==> config.mk <==
export PLATFORM = sky130hd
export DESIGN_NAME = opfwd_unit
export DESIGN_NICKNAME = d
export VERILOG_FILES = /design/src/rtl/opfwd_pkg.sv /design/src/rtl/opfwd_dst_match.sv /design/src/rtl/opfwd_operand_sel.sv /design/src/rtl/opfwd_store_sel.sv /design/src/rtl/opfwd_unit.sv
export SDC_FILE = /design/constraint.sdc
export NUM_CORES = 1
export LEC_CHECK = 0
export BUFFER_PORTS_ARGS = -buffer_cell sky130_fd_sc_hd__buf_2
export CAP_MARGIN = 20
export CORE_AREA = 3 3 40 42
export DETAILED_ROUTE_END_ITERATION = 8
export DIE_AREA = 0 0 43 45
export PLACE_DENSITY = 0.62
export SLEW_MARGIN = 20
export SYNTH_ARGS = -nofsm -noshare
export SYNTH_HDL_FRONTEND = slang
export SYNTH_SLANG_ARGS = --single-unit
export TNS_END_PERCENT = 20
==> constraint.sdc <==
create_clock -name vclk -period 2.2
set_input_delay 0.66 -clock vclk [all_inputs]
set_output_delay 0.66 -clock vclk [all_outputs]
set_load 0.02 [all_outputs]
==> src/rtl/opfwd_pkg.sv <==
package opfwd_pkg;
  typedef enum logic [1:0] {
    FWD_REGFILE = 2'b00,
    FWD_WB      = 2'b01,
    FWD_MEM     = 2'b10
  } fwd_sel_e;

  localparam int unsigned NUM_OPS = 2;
endpackage

==> src/rtl/opfwd_dst_match.sv <==
module opfwd_dst_match #(
  parameter int unsigned REG_W = 5
) (
  input  logic [REG_W-1:0] src,
  input  logic [REG_W-1:0] dst,
  input  logic             wr_en,
  output logic             hit
);
  localparam logic [REG_W-1:0] ZERO_REG = '0;

  always_comb begin
    hit = wr_en && (dst != ZERO_REG) && (dst == src);
  end
endmodule

==> src/rtl/opfwd_operand_sel.sv <==
module opfwd_operand_sel
  import opfwd_pkg::*;
#(
  parameter int unsigned REG_W = 5
) (
  input  logic [REG_W-1:0] src,
  input  logic [REG_W-1:0] mem_dst,
  input  logic             mem_wr_en,
  input  logic [REG_W-1:0] wb_dst,
  input  logic             wb_wr_en,
  output fwd_sel_e         sel
);
  logic mem_hit;
  logic wb_hit;

  opfwd_dst_match #(.REG_W(REG_W)) i_mem_match (
    .src   (src),
    .dst   (mem_dst),
    .wr_en (mem_wr_en),
    .hit   (mem_hit)
  );

  opfwd_dst_match #(.REG_W(REG_W)) i_wb_match (
    .src   (src),
    .dst   (wb_dst),
    .wr_en (wb_wr_en),
    .hit   (wb_hit)
  );

  // Younger producer has priority over older one.
  always_comb begin
    if (mem_hit)     sel = FWD_MEM;
    else if (wb_hit) sel = FWD_WB;
    else             sel = FWD_REGFILE;
  end
endmodule

==> src/rtl/opfwd_store_sel.sv <==
module opfwd_store_sel #(
  parameter int unsigned REG_W = 5
) (
  input  logic [REG_W-1:0] store_src,
  input  logic             is_store,
  input  logic [REG_W-1:0] wb_dst,
  input  logic             wb_wr_en,
  input  logic             wb_is_load,
  output logic             sel
);
  logic load_hit;

  opfwd_dst_match #(.REG_W(REG_W)) i_load_match (
    .src   (store_src),
    .dst   (wb_dst),
    .wr_en (wb_wr_en && wb_is_load),
    .hit   (load_hit)
  );

  always_comb begin
    sel = is_store && load_hit;
  end
endmodule

==> src/rtl/opfwd_unit.sv <==
module opfwd_unit
  import opfwd_pkg::*;
#(
  parameter int unsigned REG_W = 5
) (
  input  logic [REG_W-1:0] exe_src_a,
  input  logic [REG_W-1:0] exe_src_b,
  input  logic [REG_W-1:0] mem_dst,
  input  logic             mem_wr_en,
  input  logic [REG_W-1:0] wb_dst,
  input  logic             wb_wr_en,
  input  logic             wb_is_load,
  input  logic             mem_is_store,
  input  logic [REG_W-1:0] mem_store_src,
  output logic [1:0]       sel_a,
  output logic [1:0]       sel_b,
  output logic             sel_store
);
  logic [NUM_OPS-1:0][REG_W-1:0] op_src;
  fwd_sel_e                      op_sel [NUM_OPS];

  assign op_src[0] = exe_src_a;
  assign op_src[1] = exe_src_b;

  for (genvar g = 0; g < NUM_OPS; g++) begin : g_op
    opfwd_operand_sel #(.REG_W(REG_W)) i_op_sel (
      .src       (op_src[g]),
      .mem_dst   (mem_dst),
      .mem_wr_en (mem_wr_en),
      .wb_dst    (wb_dst),
      .wb_wr_en  (wb_wr_en),
      .sel       (op_sel[g])
    );
  end

  assign sel_a = op_sel[0];
  assign sel_b = op_sel[1];

  opfwd_store_sel #(.REG_W(REG_W)) i_store_sel (
    .store_src  (mem_store_src),
    .is_store   (mem_is_store),
    .wb_dst     (wb_dst),
    .wb_wr_en   (wb_wr_en),
    .wb_is_load (wb_is_load),
    .sel        (sel_store)
  );
endmodule

After elaboration in Yosys (flattened, before gate mapping)
Cells that the tools add are included.

Reductions and logical operators: 12. Eq/ne operators: 5. Muxes and demuxes: 4.

Operators by type and width (count): $eq A5 B5 Y1 (5); $logic_and A1 B1 Y1 (10); $reduce_bool A5 Y1 (2); $mux W2 (2); $mux W1 (2).

Register bits after elaboration: 0. Output and inout bits: 5. Logic and storage cells: 21.

Logic depth before layout (Yosys ltp)
Word-level depth: 5. Depth in mapped cells: 4. Gate-level depth less buffers: 4.

Modules after synthesis
From an unflattened synthesis, not the netlist that was laid out.

Cells, all modules: 56. Area, all modules: 436.7 um^2.

By module, submodules not included: opfwd_dst_match (cells an instance 10, area each 76.3 um^2, sequential area each 0.0 um^2, instances 5); opfwd_operand_sel (cells an instance 2, area each 21.3 um^2, sequential area each 0.0 um^2, instances 2); opfwd_store_sel (cells an instance 2, area each 12.5 um^2, sequential area each 0.0 um^2, instances 1).

Worst setup path after synthesis
Ideal clock, no wire load.

Path kind: input to output. Start point: in mem_dst[4]. End point: out sel_b[0]. Arrival time: 1.752 ns. Cell stages on the path: 4. Path slack: -0.212 ns. Cells stage by stage: or4_1 > o21ai_2 > nor4_1 > nor3_2.

Cells in the longest elaborated chain, start to end: 4.

RTL lines: start, declared (RTL line opfwd_unit.sv:8) `input logic [REG_W-1:0] mem_dst,`; $reduce_bool A5 Y1 (RTL line opfwd_dst_match.sv:12) `hit = wr_en && (dst != ZERO_REG) && (dst == src);`; $logic_and A1 B1 Y1 (RTL line opfwd_dst_match.sv:12); $logic_and A1 B1 Y1 (*) (RTL line opfwd_dst_match.sv:12); net g_op[1].i_op_sel.i_mem_match.hit (RTL line opfwd_dst_match.sv:7) `output logic hit`; $mux W2 (*) (RTL line opfwd_operand_sel.sv:32) `if (mem_hit) sel = FWD_MEM;`; end, declared (RTL line opfwd_unit.sv:16) `output logic [1:0] sel_b,`.

The timed path passes the listed nets; every way through them passes the cells marked *.

Worst setup path in the final report
Start point: in mem_dst[4]. End point: out sel_b[0].

Cells in the longest elaborated chain, start to end: 4.

RTL lines (RTL line): $reduce_bool A5 Y1 (opfwd_dst_match.sv:12); $logic_and A1 B1 Y1 (opfwd_dst_match.sv:12); $logic_and A1 B1 Y1 (*) (opfwd_dst_match.sv:12); $mux W2 (*) (opfwd_operand_sel.sv:32).

Every way passes the cells marked *; elsewhere a longest branch is shown, timed or not.

==> flow_summary_export.csv <==
group,metric,value,unit
cells_and_area,nClkBuffers,0,
power,swShare,42.2,%
logic_synthesis,synth_top_area_share,38.0,%
setup_path,critPathMaxStageDelay,0.52,ns
detailed_routing,wl,1120,um
die,die_area,0.00194,mm2
detailed_routing,ant_nets,0,
setup_path,cp_num_buf_inv,2,
cells_and_area,ff_latch_area,0,um2
setup_path,path_delay_family,"simple AND/OR/NAND/NOR gates",
setup_path,path_max_fanout,2,
power,pwr-share-clk,0,%
timing,tightest_slew,0.478,ns
timing,rsz0062_at_grt,"true",
logic_synthesis,netlist_area,345,um2
timing,setup_tns,-1.22,ns
power,powerDensity,181,mW/mm2
setup_path,worst_setup_path_end_kind,"output port",
detailed_routing,vias,469,
placement,port_buffers,34,
logic_synthesis,synth.largest_area_cell,"xnor2_1",
grt,grt_overflow,0,
power,combPwrFrac,100.0,%
die,rows,13,
grt,grt_pass1_wl,1680,um
setup_path,crit_chain,"buf_2, or4_4, o21ai_2, nor4_1, nor3_2, buf_4",
grt,grt_max_degree,5,
power,cellInternalPower,67.1,uW
grt,first_global_vias,453,
cells_and_area,area_growth,85.5,%
logic_synthesis,synth_area_leaders,"xnor2_1, xor2_1, nand3_1",
power,p_leak,0.305,nW
die,start_util,26.9,%
placement,place_area,632,um2
power,peakVddDrop,0.0000809,V
grt,grt_use_total,10.8,%
detailed_routing,wl_per_cell,10.5,um
setup_path,crit_path_start_kind,"primary input",
die,core_area,0.00128,mm2
cells_and_area,drive_gt1_share,59.3,%
logic_synthesis,ys_warn_count,0,
power,pwr-share-seq,0,%
timing,maxSlewViolCount,0,
detailed_routing,dr.first_iter.drc_count,3,
cells_and_area,seq_cell_count,0,
setup_path,crit_slowest_cell,"or4_4",
cells_and_area,nets,122,
setup_path,path_class,"primary input to output port",
die,die_x,43,um
placement,dp_slack,-0.274,ns
outcome,status,"complete, but fails checks",
timing,layout_min_cycle_time,2.48,ns
logic_synthesis,syn_avg_cell_area,7.85,um2
setup_path,critPathArrivalTime,1.82,ns
die,die-height,45,um
timing,fin_crit_sh,113,%
power,p_sw,49.0,uW
grt,antenna_found_initial,0,
cells_and_area,finalInstanceArea,641,um2
detailed_routing,drt-vias-per-instance,4.42,
timing,setup_ws,-0.276,ns
flow_run,max_cap_violations,0,
timing,finalHoldViolCount,0,
clock_tree,cts_setup_buffers,0,
detailed_routing,first_pass_iters,2,
logic_synthesis,syn_inst,44,
detailed_routing,drc_errors,0,
cells_and_area,diodes,0,
cells_and_area,utilization,49.9,%
timing,relSlewSlack,67.9,%
min_path,min_path_type,"primary input to output port",
timing,setup_violations,5,
placement,dp_hpwl,1070,um
power,total_power,116,uW
logic_synthesis,synth_nets,73,
die,ioPinCount,34,
min_path,min_from,"wb_is_load",
placement,routabilityCongestion,0.712,
cells_and_area,nFillCells,140,
setup_path,startpoint,"mem_dst[4]",
outcome,violations,"negative setup slack",
logic_synthesis,yosysUniqueCellTypes,10,
setup_path,crit_required,1.54,ns
timing,fmax,404,MHz
logic_synthesis,seq_area_frac_synth,0,%
[power by group through the flow]
stage | clock network (mW) | logic (mW) | registers, mW
detailed placement | 0 | 0.116 | 0
global placement | 0 | 0.114 | 0
finish | 0 | 0.116 | 0
CTS | 0 | 0.117 | 0
floorplan | 0 | 0.0479 | 0
global route | 0 | 0.127 | 0
[cell families (layout without fill, tap and decap cells)]
| family | after synthesis | in the layout | synth area share [%] |
|---|---|---|---|
| AO/OA/AOI/OAI | 2 | 2 | 5.07 |
| buffers and inverters | 2 | 49 | 4.35 |
| AND/OR/NAND/NOR | 15 | 15 | 27.2 |
| XOR/XNOR | 25 | 25 | 63.4 |
[timing repair]
action / 4_1_cts / 5_1_grt
setup endpoints to repair: 5 / 5
pin swaps: 0 / 1
gates resized for setup: 2 / 1
cloned: 0 / 0
hold buffers: 0 / 0
[path summary, 6_finish.rpt]
path	to	slack, ns	cells past startpoint
worst max-delay path	sel_b[0]	-0.28	6
worst min-delay path	sel_store	1.66	4
[worst min-delay path, delay by kind of cell]
kind | cells | cell delay [ns]
and+or+nand+nor | 2 | 0.10
buffers and inverters | 2 | 0.24
[layout make-up]
cell class | count | area [um2] | share of cell area [%]
timing repair buffer | 49 | 288 | 44.9
multi-input combinational | 42 | 334 | 52.1
tap | 15 | 18.8 | 2.93
[through the flow]
step	hold WS (ns)	cells
CTS	1.67	106
detailed placement	1.66	106
finish	1.66	106
global route	1.69	106
global placement	1.65	106
floorplan	1.46	44
[cell usage after synthesis]
library cell,n
buf_4,2
nand3_1,5
nand4_1,1
nor3_1,3
nor3_2,2
nor4_1,2
o21ai_2,2
or4_1,2
xnor2_1,15
xor2_1,10
[placed cells by master (no fill, tap or decap), drive strengths merged]
master / synthesis / layout
xnor2: 15 / 15
or4: 2 / 2
nor3: 5 / 5
o21ai: 2 / 2
nand4: 1 / 1
xor2: 10 / 10
nor4: 2 / 2
nand3: 5 / 5
buf: 2 / 49
[routing by layer]
metal	vias to the layer above	global-route usage (%)	wire length (um)
met5	-	0	0
met4	0	0	0
met3	0	0	81
met2	17	19.8	529
met1	206	15.2	505
li1	246	-	-
Power figures use the tool's default switching activity.
